--- src/rtl/shifter_pkg.sv ---
package shifter_pkg;

  typedef enum logic [1:0] {
    OP_LOGIC  = 2'b00,
    OP_ARITH  = 2'b01,
    OP_ROTATE = 2'b10,
    OP_SPARE  = 2'b11
  } shiftOp_e;

  // strobes from control to datapath; amount width fixed by the 32-bit default
  typedef struct packed {
    logic [4:0] rotAmt;     // effective right-rotate distance
    logic       takeHigh;   // read result from the upper window (left shifts)
    logic       keepAll;    // rotate: ignore mask
    logic       signFill;   // arithmetic right with negative operand
    logic       ovfEnable;  // left non-rotate: overflow may be reported
  } shiftStrobes_t;

endpackage

--- src/rtl/shift_ctrl.sv ---
module shift_ctrl
  import shifter_pkg::*;
#(
  parameter int WIDTH = 32,
  localparam int AMT_W = $clog2(WIDTH)
) (
  input  logic [AMT_W-1:0] shiftAmt,
  input  logic             goLeft,
  input  logic [1:0]       opSel,
  input  logic             signBit,
  output shiftStrobes_t    strobes
);

  shiftOp_e opKind;
  logic     isRotate;
  logic     isArith;

  always_comb begin
    opKind   = shiftOp_e'(opSel);
    isRotate = (opKind == OP_ROTATE);
    isArith  = (opKind == OP_ARITH);
  end

  always_comb begin
    // ones' complement of the amount for left; datapath adds the +1 by window
    strobes.rotAmt    = shiftAmt ^ {AMT_W{goLeft}};
    strobes.takeHigh  = goLeft;
    strobes.keepAll   = isRotate;
    strobes.signFill  = !goLeft && isArith && signBit;
    strobes.ovfEnable = goLeft && !isRotate;
  end

  // overflow never enabled for right shifts
  always_comb begin
    a_r7_right_no_ovf_enable: assert (goLeft || !strobes.ovfEnable)
      else $error("overflow enabled on right shift");
  end

endmodule

--- src/rtl/shift_datapath.sv ---
module shift_datapath
  import shifter_pkg::*;
#(
  parameter int WIDTH = 32,
  localparam int AMT_W = $clog2(WIDTH),
  localparam int EXT_W = WIDTH + 1
) (
  input  logic [WIDTH-1:0] opnd,
  input  shiftStrobes_t    strobes,
  output logic [WIDTH-1:0] result,
  output logic             zero,
  output logic             ovf
);

  // ---------------- right-rotate network (log stages) ----------------
  logic [WIDTH-1:0] stage [0:AMT_W];
  assign stage[0] = opnd;

  for (genvar k = 0; k < AMT_W; k++) begin : g_rot
    localparam int SH = 1 << k;
    assign stage[k+1] = strobes.rotAmt[k]
                        ? {stage[k][SH-1:0], stage[k][WIDTH-1:SH]}
                        : stage[k];
  end

  // 33-bit extended rotation: top bit repeats bit 0 of the rotated word
  logic [EXT_W-1:0] win;
  assign win = {stage[AMT_W][0], stage[AMT_W]};

  // ---------------- mask: greater-than thermometer, then mirrored -------
  logic [EXT_W-1:0] thermo;
  logic [EXT_W-1:0] msk;

  for (genvar t = 0; t < EXT_W; t++) begin : g_thermo
    assign thermo[t] = (t > int'(strobes.rotAmt));
  end

  for (genvar i = 0; i < EXT_W; i++) begin : g_mirror
    assign msk[i] = thermo[WIDTH - i];   // wiring only
  end

  // ---------------- selection, keep, fill ----------------
  logic [WIDTH-1:0] selWin;
  logic [WIDTH-1:0] keepMask;
  logic [WIDTH-1:0] fillMask;
  logic [WIDTH-1:0] kept;
  logic [WIDTH-1:0] lostBits;

  always_comb begin
    selWin   = strobes.takeHigh ? win[EXT_W-1:1] : win[WIDTH-1:0];
    if (strobes.keepAll)       keepMask = '1;
    else if (strobes.takeHigh) keepMask = ~msk[EXT_W-1:1];
    else                       keepMask = msk[WIDTH-1:0];
    fillMask = strobes.signFill ? ~msk[WIDTH-1:0] : '0;
    kept     = selWin & keepMask;
    result   = kept | fillMask;
    // flags from rotated word and mask, parallel to the final OR
    zero     = ~|kept & ~|fillMask;
    lostBits = (selWin ^ {WIDTH{win[EXT_W-1]}}) & msk[EXT_W-1:1];
    ovf      = strobes.ovfEnable & |lostBits;
  end

  always_comb begin
    a_r6_zero_flag: assert (zero == (result == '0))
      else $error("zero flag disagrees with result");
    a_r7_no_overflow: assert (strobes.ovfEnable || !ovf)
      else $error("overflow without left shift");
    a_r4_rotate_keeps_ones: assert (!strobes.keepAll ||
                                    ($countones(result) == $countones(opnd)))
      else $error("rotate changed bit count");
    a_r2_sign_fill: assert (!strobes.signFill || result[WIDTH-1])
      else $error("sign fill missing");
  end

endmodule

--- src/rtl/rot_mask_shifter.sv ---
module rot_mask_shifter
  import shifter_pkg::*;
#(
  parameter int WIDTH = 32,
  localparam int AMT_W = $clog2(WIDTH)
) (
  input  logic [WIDTH-1:0] opndIn,
  input  logic [AMT_W-1:0] shiftAmt,
  input  logic             goLeft,
  input  logic [1:0]       opSel,
  output logic [WIDTH-1:0] resultOut,
  output logic             zeroFlag,
  output logic             ovfFlag
);

  shiftStrobes_t strobes;

  shift_ctrl #(.WIDTH(WIDTH)) u_ctrl (
    .shiftAmt (shiftAmt),
    .goLeft   (goLeft),
    .opSel    (opSel),
    .signBit  (opndIn[WIDTH-1]),
    .strobes  (strobes)
  );

  shift_datapath #(.WIDTH(WIDTH)) u_dp (
    .opnd    (opndIn),
    .strobes (strobes),
    .result  (resultOut),
    .zero    (zeroFlag),
    .ovf     (ovfFlag)
  );

  always_comb begin
    a_r5_zero_amount_identity: assert ((shiftAmt != '0) ||
                                       ((resultOut == opndIn) && !ovfFlag))
      else $error("amount zero altered operand");
  end

endmodule

--- config.mk ---
export PLATFORM = sky130hd
export DESIGN_NAME = rot_mask_shifter
export DESIGN_NICKNAME = d
export VERILOG_FILES = /design/src/rtl/shifter_pkg.sv /design/src/rtl/shift_ctrl.sv /design/src/rtl/shift_datapath.sv /design/src/rtl/rot_mask_shifter.sv
export SDC_FILE = /design/constraint.sdc
export NUM_CORES = 1
export LEC_CHECK = 0
export BUFFER_PORTS_ARGS = -buffer_cell sky130_fd_sc_hd__buf_2
export CAP_MARGIN = 20
export CELL_PAD_IN_SITES_DETAIL_PLACEMENT = 0
export CELL_PAD_IN_SITES_GLOBAL_PLACEMENT = 2
export CORE_ASPECT_RATIO = 2
export CORE_UTILIZATION = 31
export DETAILED_ROUTE_END_ITERATION = 8
export GPL_TIMING_DRIVEN = 0
export PLACE_DENSITY_LB_ADDON = 0.1
export SYNTH_ARGS = -nofsm -noshare
export SYNTH_HDL_FRONTEND = slang
export SYNTH_HIERARCHICAL = 1
export SYNTH_SLANG_ARGS = --single-unit
--- constraint.sdc ---
create_clock -name vclk -period 4
set_input_delay 0.2 -clock vclk [all_inputs]
set_output_delay 0.2 -clock vclk [all_outputs]
set_load 0.05 [all_outputs]
# After elaboration in Yosys (flattened, before gate mapping)
# Index checks and enable logic that the tools add are counted.
# word_totals
register_bits	0
inputBits	40
out_inout_bits	34
wordCells	61
# classes
order_cmp	31
n_eq_ne	2
muxes	9
n_bitwise	9
n_reduce_logical	10
# ops
cell	n
$mux W32	9
$reduce_or A32 Y1	3
$gt A5 B5 Y1 const A	16
$gt A4 B5 Y1 const A	8
$and A32 B31 Y32	1
$and A32 B32 Y32	1
$not A31 Y32	1
$not A32 Y32	1
$or A32 B32 Y32	1
$xor A32 B32 Y32	1
$gt A3 B5 Y1 const A	4
$gt A2 B5 Y1 const A	2
$gt A1 B5 Y1 const A	1
$xor A5 B5 Y5	1
$logic_not A1 Y1	4
$logic_and A1 B1 Y1	3
$and A1 B1 Y1	2
$eq A2 B1 Y1 const B	1
$eq A2 B2 Y1 const B	1

# Depth between registers and ports, before layout
# Gate-level depths: netlist of run 1.
# logic_depth
depth_word	11
mapped_depth	16
depth_no_buf	10

# Modules after synthesis
# The synthesis of run 1 kept the hierarchy.
# modules_own_cells
module	n_inst	cells_each	area_per_inst_um2
shift_datapath	1	605	4519.3
shift_ctrl	1	12	102.6

# Worst setup path after synthesis of run 1
# Ideal clock, no wire load.
# synth_timing
path_kind	input to output
start	input port goLeft
end	output port zeroFlag
arrival_time_ns	4.163
t_required_ns	3.800
setup_slack_ns	-0.363
cell_stages	14
cell_sequence	buf_6 xor2_1 buf_6 mux4_2 mux2_2 o22ai_1 or2_0 clkbuf_1 clkbuf_1 o21ai_0 nor4_1 nand4_1 nor3_1 and4_1
# synth_rtl
element	line_no	rtl
from (decl)	rot_mask_shifter.sv:9	input logic goLeft,
to (decl)	rot_mask_shifter.sv:12	output logic zeroFlag,

# Worst setup path after layout of run 1
# layout_timing
start	input port goLeft
end	output port ovfFlag
# layout_between
elab_chain_len	11
word_cells_on_any_way	43
cone_classes	order compare (31); mux (6); bitwise (4); reduce/logical (2)
# layout_lines
element	line_no	rtl
$xor A5 B5 Y5	shift_ctrl.sv:26	strobes.rotAmt = shiftAmt ^ {AMT_W{goLeft}};
$mux W32 (5 in a row)	shift_datapath.sv:22	? {stage[k][SH-1:0], stage[k][WIDTH-1:SH]}
$mux W32	shift_datapath.sv:50	selWin = strobes.takeHigh ? win[EXT_W-1:1] : win[WIDTH-1:0];
$xor A32 B32 Y32	shift_datapath.sv:59	lostBits = (selWin ^ {WIDTH{win[EXT_W-1]}}) & msk[EXT_W-1:1];
$and A32 B31 Y32	shift_datapath.sv:59	
$reduce_or A32 Y1	shift_datapath.sv:60	ovf = strobes.ovfEnable & |lostBits;
$and A1 B1 Y1 *	shift_datapath.sv:60	
to (decl)	rot_mask_shifter.sv:13	output logic ovfFlag
# Every way passes the cells marked *; elsewhere a longest branch is shown, timed or not.

==> results.ini, run 1 <==
[status]
status=finished, violations left
violations=setup timing

[grt]
grt.total_usage=0.418
grt_max_degree=11
grt_overflow=0
antenna_found_initial=1
first_global_vias=6496
grt_pass1_wl_um=45600

[setup_path]
crit_fanout=10
critPathKind=in -> out
cpMostUsedCell=buf_2
arrival_ns=4.19
max_stage_delay_ns=0.55
critPathCaptureType=primary output
cp.required_ns=3.80
critical_path.top_delay_family=buffers and inverters
start_kind=input pin
crit_chain=buf_4 > buf_2 > clkbuf_1 > buf_2 > clkbuf_2 > nor2_1 > a21oi_1 > o22a_1 > nand4_1 > o22ai_1 > o31ai_1 > o41a_4 > buf_8
path_buf_inv=6
slowest_stage=a21oi_1

[synth]
yosys-top-cells-area=mux4_2 22%, mux2i_1 10%, mux2_2 8.3%
synth.avg_cell_area_um2=7.49
syn_nets=657
yosysTopAreaCell=mux4_2
synthCells=617
synthesis.area_um2=4620
synth_top_cell_area_share=0.224
yosysSeqAreaShare=0
ys_types=69
yosysWarningCount=6

[sta]
rsz0062_at_grt=yes
maxSlewViolCount=0
fin_worst_hold_slack_ns=0.961
hold_violations=0
setup_violations=2
worstMarginPinSlew_ns=0.904
layout_setup_ws_ns=-0.386
fin_crit_sh=1.10
slew_headroom=0.393
max_freq_ghz=0.228
min_period_ns=4.39

[finish]
fin_nets=777
n_antenna_cell=0
area.growth.synth_to_final_pct=35.9
fin_util=0.435
stdcell_count=927
n_clock_buffer=0
fill_cells=1573
regArea_um2=0
nFlopsAndLatches=0
multiInputGateArea_um2=4770
drive_gt1_frac=0.410

[drt]
routedWlPerCell_um=34.1
vias_per_cell=7.01
num_vias=6497
drt-total-wl_um=31600
drc=0
firstDrtPassIters=6
drtIter0Drc=698
detail-route-antenna-nets=0

[floorplan]
fp.coreArea_um2=14400
ios=74
die_h_um=175
die-area_um2=15400
initial_utilization=0.320
dieWidth_um=88.3
rows=62

[place]
dp_cells=882
place_congestion=1.05
dpl.hpwl_um=24400
port_buffers=73

[worst_hold_path]
hold_class=in -> out

[pwr]
power.density_nw_per_um2=399
p_leak_nw=2.46
irDropWorstVdd_uv=131

[flow_run]
cap_violations=0

[clock_tree]
ctsHoldBuffers=0

per-stage QoR:
stage          total power [mW]  setup slack (ns)  TNS (ns)  instance area [um^2]
2_1_floorplan              1.36           -0.0155   -0.0437                  4630
3_3_place_gp               2.02             -1.84    -19.99                  5240
3_5_place_dp               2.00             -1.69    -16.94                  5240
4_1_cts                    2.31            -0.238    -0.437                  6080
5_1_grt                    2.57            -0.380    -0.673                  6280
6_report                   2.51            -0.386    -0.679                  6280
layout by cell type, fill, tap and decap left out, drive strengths merged, types with 3 or more instances in the layout:
cell     Yosys  routed
mux2i       47      47
or2          5       5
o21bai       5       5
nor2b        4       4
a31oi        6       6
a221oi       7       7
clkbuf      33      32
or3          4       4
xor2         7       7
buf         31     149
nand2b       5       5
o221ai       3       3
nor3        11      11
xnor2        7       7
nand4        4       4
a211oi       6       6
nor4         3       3
mux4        46      46
nand2       65      65
o211ai      14      14
a22oi       17      17
nand3       13      13
o22ai       13      13
and3         3       3
a21oi       36      36
o22a         3       3
o31ai        5       5
a21o        11      11
and2         8       8
o2111ai      3       3
nor2        68      68
o21ai       48      48
a21boi       3       3
o32ai        3       3
mux2        34      34
inv          8       8
area by class of cell:
class | count | area share
inverters | 9 | 0.00538
repair buffers | 119 | 0.131
plain buffers | 63 | 0.0656
multi-input cells | 544 | 0.760
well taps | 192 | 0.0383
path summary, 6_finish.rpt:
check / from / to / depth (start not counted)
worst max-delay path: goLeft / ovfFlag / 13
worst min-delay path: goLeft / ovfFlag / 4
Yosys cell counts, types with 3 or more instances:
| cell | count |
|---|---|
| a211oi_1 | 6 |
| a21boi_0 | 3 |
| a21o_1 | 11 |
| a21oi_1 | 36 |
| a221oi_1 | 6 |
| a22oi_1 | 17 |
| a31oi_1 | 6 |
| and2_1 | 6 |
| and3_1 | 3 |
| buf_1 | 10 |
| buf_2 | 13 |
| buf_4 | 5 |
| buf_6 | 3 |
| clkbuf_1 | 33 |
| inv_1 | 8 |
| mux2_2 | 34 |
| mux2i_1 | 46 |
| mux4_2 | 46 |
| nand2_1 | 65 |
| nand2b_1 | 5 |
| nand3_1 | 13 |
| nand4_1 | 4 |
| nor2_1 | 68 |
| nor2b_1 | 3 |
| nor3_1 | 10 |
| nor4_1 | 3 |
| o2111ai_1 | 3 |
| o211ai_1 | 14 |
| o21ai_0 | 47 |
| o21bai_1 | 5 |
| o221ai_1 | 3 |
| o22a_1 | 3 |
| o22ai_1 | 13 |
| o31ai_1 | 5 |
| o32ai_1 | 3 |
| or2_2 | 4 |
| or3_1 | 4 |
| xnor2_1 | 7 |
| xor2_1 | 7 |
what timing repair did:
action | in CTS | in global routing
setup buffers | 32 | 12
pin swaps | 11 | 8
gates cloned | 3 | 0
gates resized for setup | 127 | 29
endpoints found under the setup margin | 25 | 2
layer usage:
| layer | GRT usage | part of all wire |
|---|---|---|
| met4 | 0.407 | 0.14 |
| met5 | 0 | 0.00041 |
| met1 | 0.386 | 0.29 |
| met3 | 0.0940 | 0.078 |
| met2 | 0.715 | 0.50 |
report_power, final:
part | switching [mW] | internal (mW)
sequential | 0 | 0
clock | 0 | 0
combinational | 1.61 | 0.902
total | 1.61 | 0.902
cell families after synthesis:
family | synth area share
xor gates and xnor gates | 0.0265
AOI/OAI and AO/OA | 0.290
and+or+nand+nor | 0.200
buffers and inverters | 0.0717
muxes | 0.411
(Power assumes the default switching activity.)
==> run 2: changes to the inputs <==
--- a/config.mk
+++ b/config.mk
@@ -14,6 +14,7 @@
 export DETAILED_ROUTE_END_ITERATION = 8
 export GPL_TIMING_DRIVEN = 0
 export PLACE_DENSITY_LB_ADDON = 0.1
+export SLEW_MARGIN = 5
 export SYNTH_ARGS = -nofsm -noshare
 export SYNTH_HDL_FRONTEND = slang
 export SYNTH_HIERARCHICAL = 1
==> constraint.sdc (replaced) <==
create_clock -name vclk -period 4
set_input_delay 0.2 -clock vclk [all_inputs]
set_output_delay 0.2 -clock vclk [all_outputs]
set_load 0.01 [all_outputs]
==> run 2 against run 1 <==
The run still ends with setup timing left; wire length fell by 2.8%; worst hold slack got worse by 0.0046 ns; cell area rose by 2.5%; setup slack improved by 0.22 ns; non-clock buffer count rose by 11; critical path depth rose by 4; sequential share of layout area did not move; combinational power fell by 9.2%; clock-buffer cell count did not move; critical path type unchanged; largest power group unchanged; highest routed layer is now met4.
==> results.ini, run 2 (synthesized netlist as in run 1, its figures left out) <==
[drt]
num_vias=6564  ; +1.0%
drtIter0Drc=650  ; -6.9%
vias_per_cell=7.00  ; -0.15%
routedWlPerCell_um=32.7  ; -4.0%
drt-total-wl_um=30700  ; -2.8%
drc=0  ; unchanged
detail-route-antenna-nets=0  ; unchanged
firstDrtPassIters=7  ; +1

[finish]
multiInputGateArea_um2=4820  ; +1.0%
n_antenna_cell=0  ; unchanged
regArea_um2=0  ; unchanged
fill_cells=1539  ; -2.2%
final_common_cell=buf_2
layout_common_cells=80 x buf_2, 63 x nand2_1, 63 x nor2_1
n_clock_buffer=0  ; unchanged
area.growth.synth_to_final_pct=39.3
drive_gt1_frac=0.433  ; +0.0235
fin_util=0.446  ; +0.0109
fin_nets=788  ; +1.4%
fin_area_um2=6440  ; +2.5%
nFlopsAndLatches=0  ; unchanged

[place]
port_buffers=73  ; unchanged
pre_cts_ws_ns=-1.46  ; +0.231 ns
dpl.hpwl_um=23900  ; -2.3%
placed_area_um2=5230  ; -0.21%
place_congestion=1.07  ; +1.5%

[floorplan]
rows=62  ; unchanged
initial_utilization=0.320  ; unchanged
die-area_um2=15400  ; unchanged
fp.coreArea_um2=14400  ; unchanged
ios=74  ; unchanged
die_h_um=175  ; unchanged
dieWidth_um=88.3  ; unchanged

[sta]
slew_headroom=0.414  ; +0.0204
fin_worst_hold_slack_ns=0.956  ; -0.00459 ns
fin_tns_setup_ns=-0.282  ; +0.397 ns
min_period_ns=4.17  ; -0.221 ns
rsz0062_at_grt=yes
max_freq_ghz=0.240  ; +5.3%
fin_crit_sh=1.04  ; -0.0553
hold_violations=0  ; unchanged
worstMarginPinSlew_ns=0.876  ; -0.0277 ns
maxSlewViolCount=0  ; unchanged
setup_violations=2  ; unchanged
layout_setup_ws_ns=-0.165  ; +0.221 ns

[grt]
grt_overflow=0  ; unchanged
grt_max_degree=11  ; unchanged
grt.total_usage=0.413  ; -0.00511
first_global_vias=6706  ; +3.2%
antenna_found_initial=0  ; -1
grt_pass1_wl_um=45100  ; -0.98%

[pwr]
p_leak_nw=2.52  ; +2.5%
irDropWorstVdd_uv=124  ; -5.5%
power.density_nw_per_um2=355  ; -11%

[status]
status=finished, violations left
violations=setup timing

[setup_path]
critPathKind=in -> out
critPathCaptureType=primary output
start_kind=input pin
crit_fanout=6  ; -4
arrival_ns=3.97  ; -0.22 ns
cp.required_ns=3.80  ; about the same

[flow_run]
cap_violations=0  ; unchanged

[worst_hold_path]
hold_class=in -> out

-- run 2: timing repair --
| item | CTS | global route |
|---|---|---|
| resized for setup | 142 | 26 |
| hold buffers | 0 | 0 |
| pin swaps | 22 | 6 |
| setup buffers | 54 | 3 |
| setup endpoints to repair | 22 | 2 |
| gates cloned | 3 | 0 |
-- run 2: stage by stage --
step	instances	power, mW
2_1_floorplan	617	1.11
3_3_place_gp	882	1.74
3_5_place_dp	882	1.74
4_1_cts	936	2.13
5_1_grt	938	2.36
6_report	938	2.28
-- run 2: routing by layer --
layer	vias up	routed length, um	global-route usage
met5	-	0	0.00699
met4	0	4200	0.413
met3	251	2320	0.0992
met2	529	15300	0.695
met1	3111	8930	0.383
li1	2673	-	-
-- run 2: worst paths after layout --
check	from	endpoint	slack, ns	depth (start not counted)
worst max-delay path	goLeft	ovfFlag	-0.17	17
worst min-delay path	opSel[1]	ovfFlag	0.96	5
-- run 2: layout make-up --
class / instances / area share
Buffer: 62 / 0.0686
Inverter: 9 / 0.00525
Multi-Input combinational cell: 544 / 0.749
Tap cell: 192 / 0.0373
Timing Repair Buffer: 131 / 0.140
-- run 2: report_power, final --
group | leakage [nW] | switching (mW) | internal, mW
combinational | 2.52 | 1.35 | 0.936
sequential | 0 | 0 | 0
clock | 0 | 0 | 0
-- run 2: critical path: stages --
cell	delay [ns]
buf_12	0.11
xor2_4	0.16
buf_12	0.15
buf_12	0.14
mux4_2	0.57
mux2_4	0.31
mux4_2	0.60
nand2b_4	0.14
buf_4	0.11
buf_4	0.08
buf_4	0.08
buf_4	0.09
a311o_1	0.18
o22ai_2	0.11
or4_1	0.44
o41a_1	0.33
buf_2	0.15
